[src/rtl/pfd_pkg.sv]
package pfd_pkg;
   typedef enum logic [1:0] {
      PUMP_FLOAT = 2'b00,
      PUMP_HIGH  = 2'b01,
      PUMP_LOW   = 2'b10
   } pump_code_e;
endpackage

[src/rtl/pfd_edge_rise.sv]
module pfd_edge_rise #(
   parameter int N = 2
) (
   input  logic         clk,
   input  logic         rst_n,
   input  logic [N-1:0] lvl_i,
   output logic [N-1:0] rise_o
);
   genvar g;
   generate
      for (g = 0; g < N; g++) begin : g_bit
         logic prev_q;
         always_ff @(posedge clk) begin
            if (!rst_n) prev_q <= 1'b0;
            else        prev_q <= lvl_i[g];
         end
         assign rise_o[g] = lvl_i[g] & ~prev_q;
      end
   endgenerate
endmodule

[src/rtl/pfd_flops.sv]
module pfd_flops (
   input  logic clk,
   input  logic rst_n,
   input  logic clr_i,
   input  logic ref_rise_i,
   input  logic fb_rise_i,
   output logic up_o,
   output logic dn_o,
   output logic resolve_o
);
   logic up_q, dn_q, up_nx, dn_nx;

   assign up_nx     = up_q | ref_rise_i;
   assign dn_nx     = dn_q | fb_rise_i;
   assign resolve_o = up_nx & dn_nx & ~clr_i;

   always_ff @(posedge clk) begin
      if (!rst_n || clr_i) begin
         up_q <= 1'b0;
         dn_q <= 1'b0;
      end else if (up_nx && dn_nx) begin
         up_q <= 1'b0;
         dn_q <= 1'b0;
      end else begin
         up_q <= up_nx;
         dn_q <= dn_nx;
      end
   end

   assign up_o = up_q;
   assign dn_o = dn_q;
endmodule

[src/rtl/pfd_lock_meter.sv]
module pfd_lock_meter #(
   parameter int UNLOCK_CYC = 2,
   parameter int LOCK_CYC   = 4,
   parameter int LOCK_COUNT = 3
) (
   input  logic clk,
   input  logic rst_n,
   input  logic clr_i,
   input  logic err_i,
   input  logic resolve_i,
   output logic lock_o
);
   localparam int CW = $clog2(LOCK_CYC + 1);
   localparam int WW = CW + 1;
   localparam int SW = (LOCK_COUNT > 1) ? $clog2(LOCK_COUNT) : 1;
   localparam logic [CW-1:0] SAT       = CW'(LOCK_CYC);
   localparam logic [CW-1:0] UNLOCK_M1 = CW'(UNLOCK_CYC - 1);
   localparam logic [WW-1:0] LOCK_W    = WW'(LOCK_CYC);
   localparam logic [SW-1:0] RUN_TOP   = SW'(LOCK_COUNT - 1);

   logic [CW-1:0] width_q;
   logic [WW-1:0] width_now;
   logic [SW-1:0] run_q;
   logic          lock_q, wide, narrow;

   assign width_now = {1'b0, width_q} + {{CW{1'b0}}, err_i};
   assign wide      = err_i && (width_q >= UNLOCK_M1);
   assign narrow    = resolve_i && !wide && (width_now < LOCK_W);

   always_ff @(posedge clk) begin
      if (!rst_n || clr_i) begin
         width_q <= '0;
         run_q   <= '0;
         lock_q  <= 1'b0;
      end else begin
         if (resolve_i)                 width_q <= '0;
         else if (err_i && width_q < SAT) width_q <= width_q + 1'b1;

         if (wide) begin
            lock_q <= 1'b0;
            run_q  <= '0;
         end else if (narrow) begin
            if (run_q == RUN_TOP) lock_q <= 1'b1;
            else                  run_q  <= run_q + 1'b1;
         end
      end
   end

   assign lock_o = lock_q;
endmodule

[src/rtl/pfd_tristate.sv]
module pfd_tristate #(
   parameter int UNLOCK_CYC = 2,
   parameter int LOCK_CYC   = 4,
   parameter int LOCK_COUNT = 3
) (
   input  logic       clk,
   input  logic       rst_n,
   input  logic       ref_i,
   input  logic       fb_i,
   input  logic       polarity_i,
   input  logic       pwr_save_i,
   output logic [1:0] pump_o,
   output logic       lock_o
);
   import pfd_pkg::*;

   generate
      if (UNLOCK_CYC < 1) begin : g_bad_unlock
         $error("UNLOCK_CYC must be at least 1");
      end
      if (LOCK_CYC < UNLOCK_CYC) begin : g_bad_order
         $error("LOCK_CYC must not be below UNLOCK_CYC");
      end
      if (LOCK_COUNT < 1) begin : g_bad_count
         $error("LOCK_COUNT must be at least 1");
      end
   endgenerate

   logic [1:0] rise;
   logic       up, dn, resolve, lock_raw;
   pump_code_e code;

   pfd_edge_rise #(.N(2)) u_edge (
      .clk    (clk),
      .rst_n  (rst_n),
      .lvl_i  ({fb_i, ref_i}),
      .rise_o (rise)
   );

   pfd_flops u_flops (
      .clk        (clk),
      .rst_n      (rst_n),
      .clr_i      (pwr_save_i),
      .ref_rise_i (rise[0]),
      .fb_rise_i  (rise[1]),
      .up_o       (up),
      .dn_o       (dn),
      .resolve_o  (resolve)
   );

   pfd_lock_meter #(
      .UNLOCK_CYC (UNLOCK_CYC),
      .LOCK_CYC   (LOCK_CYC),
      .LOCK_COUNT (LOCK_COUNT)
   ) u_lock (
      .clk       (clk),
      .rst_n     (rst_n),
      .clr_i     (pwr_save_i),
      .err_i     (up | dn),
      .resolve_i (resolve),
      .lock_o    (lock_raw)
   );

   always_comb begin
      code = PUMP_FLOAT;
      if (!pwr_save_i) begin
         if (up)      code = polarity_i ? PUMP_HIGH : PUMP_LOW;
         else if (dn) code = polarity_i ? PUMP_LOW  : PUMP_HIGH;
      end
   end

   assign pump_o = code;
   assign lock_o = lock_raw & ~pwr_save_i;
endmodule

[config.mk]
export PLATFORM = sky130hd
export DESIGN_NAME = pfd_tristate
export DESIGN_NICKNAME = d
export VERILOG_FILES = /design/src/rtl/pfd_pkg.sv /design/src/rtl/pfd_edge_rise.sv /design/src/rtl/pfd_flops.sv /design/src/rtl/pfd_lock_meter.sv /design/src/rtl/pfd_tristate.sv
export SDC_FILE = /design/constraint.sdc
export NUM_CORES = 1
export LEC_CHECK = 0
export ABC_CLOCK_PERIOD_IN_PS = 2450
export BUFFER_PORTS_ARGS = -buffer_cell sky130_fd_sc_hd__buf_4
export CORE_AREA = 3 3 40 42
export DETAILED_ROUTE_END_ITERATION = 8
export DIE_AREA = 0 0 43 45
export SLEW_MARGIN = 20
export SYNTH_ARGS = -nofsm -noshare
export SYNTH_HDL_FRONTEND = slang
export SYNTH_SLANG_ARGS = --single-unit
[constraint.sdc]
create_clock -name clk -period 2.45 [get_ports clk]
set_input_delay 0.245 -clock clk [delete_from_list [all_inputs] [get_ports clk]]
set_output_delay 0.245 -clock clk [all_outputs]
set_load 0.02 [all_outputs]
==> impl_metrics.json, run 1 <==
{
  "coreArea_sq_mm": 0.001285,
  "yosysTopAreaCell": "dfxtp_1",
  "rsz0062_at_grt": "no",
  "whs_ps": 182.1,
  "worstSkewPairLatency_ps": 270,
  "synth_xor_xnor_area_share_pct": 1.671,
  "hold_viol_final": 0,
  "synthAdderAreaFrac_pct": 7.160,
  "yosysTopAreaCellShare_pct": 38.19,
  "cts.sinks": 10,
  "cp-end-kind": "output pin",
  "cp.depth": 5,
  "instances_no_fill": 82,
  "postSynthAreaPerCell_sq_um": 9.532,
  "cts-root-buf": "clkbuf_4",
  "synth_nets": 64,
  "grt_max_degree": 8,
  "timing.final.crit_share_pct": 63.86,
  "area_growth_pct": 21.96,
  "start_util_pct": 40.80,
  "synthSimpleGateAreaFrac_pct": 22.67,
  "ctsHtreeMaxLevel": 1,
  "synth_edf_count": 0,
  "holdCritStartpoint": "fb_i",
  "grtUsageTotal_pct": 11.99,
  "ys_seq_area_share_pct": 38.19,
  "grt_pass1_vias": 382,
  "post-route-min-period_ps": 1565,
  "pwr_density_cell_mw_per_mm2": 576.4,
  "syn_inst": 55,
  "max_cap_viol_count": 0,
  "synth.area.mux_share_pct": 0,
  "synth_top_family_by_area": "compound AO/OA/AOI/OAI gates",
  "wirelength_um": 928,
  "fmax_ghz": 0.6391,
  "critPathBufInv": 2,
  "reg2reg_setup_slack_ps": 990,
  "synthDistinctLibCells": 26,
  "wl_per_cell_um": 11.32,
  "synth-compound-area-share_pct": 26.73,
  "dieWidth_um": 43,
  "hold_buffers": 0,
  "path_max_fanout": 5,
  "place_inst": 78,
  "layout.nets": 77,
  "p_leak_nw": 0.2475,
  "cts-resized-gates": 0,
  "die_h_um": 45,
  "synth_seq_cells": 10,
  "drc": 0,
  "ant_nets": 0,
  "gr-total-overflow": 0,
  "peakVddDrop_mv": 0.3126,
  "num_rows": 13,
  "status": "completed",
  "synthTopCellsByArea": "dfxtp_1, ha_1, a21oi_1, a22oi_4, nor4_4",
  "ios": 9,
  "via_per_inst": 4.939,
  "power_w": 0.0003685,
  "required_ps": 2200,
  "num_vias": 405,
  "worstReg2RegStart": "u_lock.width_q[1]$_SDFFE_PP0P_",
  "critical_path.slowest_cell": "dfxtp_1",
  "max_slew_margin_pct": 80.01,
  "drt_iter0_markers": 7,
  "reg2regPathDepth": 6,
  "ys.flop_type": "dfxtp_1",
  "start_kind": "flip-flop",
  "yosys_warnings": 0,
  "cts_tree": "built",
  "cts_buffer_depth": 2,
  "yosys-top-cells-count": "dfxtp_1, a21oi_1, inv_1",
  "dieArea_sq_mm": 0.001935,
  "worst_slew_pin_slew_ps": 297.7,
  "grt_pass1_wl_um": 1635,
  "post_dp_cell_area_sq_um": 603.1,
  "dpl.hpwl_um": 711.7,
  "fin_area_sq_um": 639.4,
  "fill_cells": 136,
  "clk_pin_slew_ps": 70,
  "drive_gt1_share_pct": 31.34,
  "netlist_area_sq_um": 524.3,
  "dr.pass1.iters": 4,
  "holdPathStages": 2,
  "antenna_found_initial": 0,
  "post_cts_buffers": 0,
  "crit_family": "flip-flops",
  "skew_ps": 9.954,
  "gp_congestion": 0.6681,
  "timing.rr.end": "u_lock.run_q[1]$_SDFFE_PP0P_",
  "io_buffers": 8,
  "drv_slew": 0,
  "synth_most_common_cell": "dfxtp_1",
  "setup_viol": 0,
  "arrival_ps": 1320,
  "synthArstFlopShare_pct": 0,
  "holdPathEnd": "u_edge.g_bit[1].prev_q$_SDFF_PN0_",
  "worstSetupPathType": "reg2out",
  "max_stage_delay_ps": 410,
  "cp_cell_sequence": "inv_1, nor3_1, a21oi_1, nor2_1, buf_4",
  "cts_buffers": 3,
  "num_antenna_cells": 0,
  "setup_tns_ps": 0,
  "hp-class": "in2reg"
}
sequential cells by signal, summed over array words and instances (netlist names):
signal,flops
u_lock.width_q,3
u_flops.dn_o,1
u_lock.run_q,2
u_edge.g_bit.prev_q,2
u_flops.up_o,1
u_lock.lock_o,1
per-layer routing:
layer,GRT usage (%),vias up,routed length [um]
met4,10.84,0,10
met1,13.49,175,465
li1,-,220,-
met2,19.16,8,408
met3,2.390,2,43
met5,0,-,0
cells in the final DEF (no fill, tap or decap), drive strengths merged:
| master | synthesis | layout |
|---|---|---|
| dfxtp | 10 | 10 |
| buf | 0 | 8 |
| a21oi | 8 | 8 |
| inv | 5 | 5 |
| clkbuf | 0 | 4 |
| nor2 | 3 | 3 |
| ha | 3 | 3 |
| and2 | 3 | 3 |
| nor2b | 2 | 2 |
| nand3 | 2 | 2 |
| nand2b | 2 | 2 |
| nor3 | 2 | 2 |
| nand2 | 2 | 2 |
| a211oi | 2 | 2 |
| or2b | 1 | 1 |
| a22oi | 1 | 1 |
| o22a | 1 | 1 |
| and3 | 1 | 1 |
| o32ai | 1 | 1 |
| o21ba | 1 | 1 |
| nor4 | 1 | 1 |
| o21ai | 1 | 1 |
| a22o | 1 | 1 |
| a21o | 1 | 1 |
| xnor2 | 1 | 1 |
worst max-delay path by stage:
| stage | to | slack (ps) | startpoint |
|---|---|---|---|
| 3_5_place_dp | u_lock.run_q[1]$_SDFFE_PP0P_ | 990 | u_lock.width_q[1]$_SDFFE_PP0P_ |
| 3_3_place_gp | u_lock.run_q[1]$_SDFFE_PP0P_ | 1030 | u_lock.width_q[1]$_SDFFE_PP0P_ |
| 2_1_floorplan | u_lock.run_q[1]$_SDFFE_PP0P_ | 1080 | u_lock.width_q[1]$_SDFFE_PP0P_ |
| 4_1_cts | pump_o[0] | 880 | u_flops.dn_o$_SDFF_PP0_ |
| 5_1_grt | pump_o[0] | 800 | u_flops.dn_o$_SDFF_PP0_ |
| 6_report | pump_o[0] | 890 | u_flops.dn_o$_SDFF_PP0_ |
logic make-up after synthesis:
group / Yosys count
xor gates and xnor gates: 1
and+or+nand+nor: 19
DFF: 10
AOI/OAI and AO/OA: 17
buffers and inverters: 5
adders and majority gates: 3
layout make-up:
class | instances | area [sq um] | area share, %
Clock buffer | 4 | 36.28 | 5.675
Inverter | 5 | 18.77 | 2.935
Multi-Input combinational cell | 40 | 305.3 | 47.75
Sequential cell | 10 | 200.2 | 31.31
Tap cell | 15 | 18.77 | 2.935
Timing Repair Buffer | 8 | 60.06 | 9.393
stage by stage:
step	setup WS, ps	utilization, %
2_1_floorplan	1080	-
3_3_place_gp	1032	46.93
3_5_place_dp	992.0	46.93
4_1_cts	883.2	49.76
5_1_grt	803.9	49.76
6_report	885.4	49.76
report_power, final:
| group | total (W) | switching (W) | internal, W |
|---|---|---|---|
| Combinational | 0.0000458 | 0.0000239 | 0.0000220 |
| Clock | 0.000151 | 0.0000606 | 0.0000903 |
| Sequential | 0.000172 | 0.00000419 | 0.000168 |
Power figures use the tool's default switching activity.
==> inputs of run 2 (changes only) <==
ABC_AREA = 1   (was unset)
ABC_CLOCK_PERIOD_IN_PS = 1380   (was 2450)
clock period = 1.38 ns   (was 2.45 ns; I/O delays follow)
==> run 2 against run 1 <==
  * First-iteration DRC count down 29%
  * Sequential cell count is the same
  * Final area down 0.98%
  * Synthesized area down 3.8%
  * Worst hold slack got worse by 110 ps
  * Clock power up 70%
  * Via count increased by 6.7%
  * Critical path depth is 2 lower
  * Sequential share of layout area increased by 0.51 points
  * Largest power group unchanged
==> impl_metrics.json, run 2 <==
{
  "status": "completed",
  "met1_usage_pct": 11.95,
  "ys_seq_area_share_pct": 39.70,
  "worstSetupPathType": "reg2out",
  "gr-total-overflow": 0,
  "largest_reg_flops": 3,
  "clkPwrFrac_pct": 40.7,
  "ios": 9,
  "antenna_found_initial": 0,
  "rsz0062_at_grt": "no",
  "start_kind": "flip-flop",
  "drive_gt1_share_pct": 22.35,
  "grtUsageTotal_pct": 9.197,
  "num_vias": 432,
  "timing.final.crit_share_pct": 92.39,
  "combPwrFrac_pct": 11.5,
  "worstSkewPairLatency_ps": 260,
  "die_h_um": 45,
  "p_leak_nw": 0.3108,
  "layout.nets": 95,
  "top_register": "u_lock.width_q",
  "seqPwrFrac_pct": 47.7,
  "synth_most_common_cell": "inv_1",
  "setup_viol": 0,
  "drv_slew": 0,
  "fill_cells": 134,
  "met3_usage_pct": 2.390,
  "largest_registers": "u_lock.width_q x3, u_edge.g_bit.prev_q x2, u_lock.run_q x2",
  "max_slew_margin_pct": 82.44,
  "power_w": 0.0006286,
  "dieWidth_um": 43,
  "synthArstFlopShare_pct": 0,
  "dpl.hpwl_um": 676.6,
  "required_ps": 1240,
  "wirelength_um": 828,
  "busiest_layer": "met2",
  "cts_buffers": 3,
  "cts_buffer_depth": 2,
  "skew_ps": 2.115,
  "coreArea_sq_mm": 0.001285,
  "yosysTopAreaCellShare_pct": 39.70,
  "drt_iter0_markers": 5,
  "setup_slack_ps": 105.0,
  "dr.pass1.iters": 4,
  "synthDistinctLibCells": 16,
  "cp-end-kind": "output pin",
  "max_cap_viol_count": 0,
  "wl_per_cell_um": 8.280,
  "pwr_density_cell_mw_per_mm2": 992.9,
  "hold_buffers": 0,
  "cts_tree": "built",
  "yosys_warnings": 0,
  "via_per_inst": 4.320,
  "grt_pass1_wl_um": 1317,
  "synth_nets": 81,
  "synth_seq_cells": 10,
  "cts.sinks": 10,
  "fmax_ghz": 0.7843,
  "layout_common_cells": "inv_1, nand2_1, buf_4, dfxtp_1, a21oi_1",
  "arrival_ps": 1140,
  "ctsHtreeMaxLevel": 1,
  "io_buffers": 8,
  "swShare_pct": 22.26,
  "internal_power_w": 0.0004887,
  "num_rows": 13,
  "syn_inst": 72,
  "setup_tns_ps": 0,
  "yosys-top-cells-count": "inv_1, nand2_1, dfxtp_1",
  "yosysTopAreaCell": "dfxtp_1",
  "worst_slew_pin_slew_ps": 263.1,
  "drc": 0,
  "hp-class": "in2reg",
  "dieArea_sq_mm": 0.001935,
  "clk_pin_slew_ps": 70,
  "hold_viol_final": 0,
  "area_growth_pct": 25.56,
  "num_antenna_cells": 0,
  "gp_congestion": 0.6644,
  "path_max_fanout": 3,
  "start_util_pct": 39.24,
  "fin_util_pct": 49.27,
  "cts-root-buf": "clkbuf_4",
  "grt_use_met2_pct": 13.77,
  "grt_max_degree": 7,
  "final_common_cell": "inv_1",
  "synthTopCellsByArea": "dfxtp_1, inv_1, nand2_1, ha_1, a21oi_1",
  "ys.flop_type": "dfxtp_1",
  "netlist_area_sq_um": 504.2,
  "pre_cts_ws_ps": 133.5,
  "synth_edf_count": 0,
  "postSynthAreaPerCell_sq_um": 7.003,
  "peakVddDrop_mv": 0.5766,
  "grt_pass1_vias": 345,
  "ant_nets": 0,
  "post-route-min-period_ps": 1275,
  "switching_power_w": 0.0001399
}
==> run 2: stage by stage <==
step	instance area, sq um	std cells	hold WS, ps
floorplan	504.2	72	231.5
global placement	590.6	96	326.0
detailed placement	590.6	96	330.4
CTS	626.9	100	60.98
global route	633.1	100	82.20
finish	633.1	100	67.74
==> run 2: worst paths after layout <==
path,startpoint,to,slack [ps],cells after the start
max,u_flops.up_o$_SDFF_PP0_,pump_o[0],100,3
min,ref_i,u_edge.g_bit[0].prev_q$_SDFF_PN0_,70,3
max reg2reg,u_lock.width_q[1]$_SDFFE_PP0P_,u_lock.run_q[0]$_SDFFE_PP0P_,190,8
min reg2reg,u_lock.lock_o$_SDFFE_PP0P_,u_lock.lock_o$_SDFFE_PP0P_,460,2
==> run 2: timing repair <==
item	in CTS	in global routing
endpoints found under the hold margin	0	0
setup buffers	0	0
resized for setup	0	2
endpoints found under the setup margin	0	3
==> run 2: layout make-up <==
type / count / area, sq um / share of cell area (%)
Sequential cell: 10 / 201.4 / 31.82
Clock buffer: 4 / 36.28 / 5.731
Tap cell: 15 / 18.77 / 2.964
Inverter: 18 / 67.56 / 10.67
Timing Repair Buffer: 9 / 67.56 / 10.67
Multi-Input combinational cell: 44 / 241.5 / 38.14
==> run 2: kinds of logic (layout without fill, tap and decap cells) <==
group | count (synthesis) | count (layout) | share of synthesized area (%)
adders and majority gates | 3 | 3 | 7.445
buffers and inverters | 18 | 31 | 13.40
and+or+nand+nor | 32 | 32 | 29.28
DFF | 10 | 10 | 39.70
xor gates and xnor gates | 1 | 1 | 1.737
AOI/OAI and AO/OA | 8 | 8 | 8.437
==> run 2: critical path, stage by stage (launching register included) <==
cell,delay (ps)
dfxtp_1,340
xnor2_1,200
nor3b_2,180
buf_4,160
==> run 2: routing by layer <==
layer  up-vias  routed length (um)
met1       175                 444
met2        10                 329
met5         -                   0
met4         0                  15
li1        245                   -
met3         2                  38
==> run 2: power groups by stage <==
stage / registers, W / logic, W / clock network [W]
final: 0.000300 / 0.0000726 / 0.000256
after global routing: 0.000301 / 0.0000814 / 0.000281
after CTS: 0.000300 / 0.0000719 / 0.000265
after detailed placement: 0.000307 / 0.0000714 / 0
after global placement: 0.000307 / 0.0000702 / 0
after floorplan: 0.000306 / 0.0000448 / 0
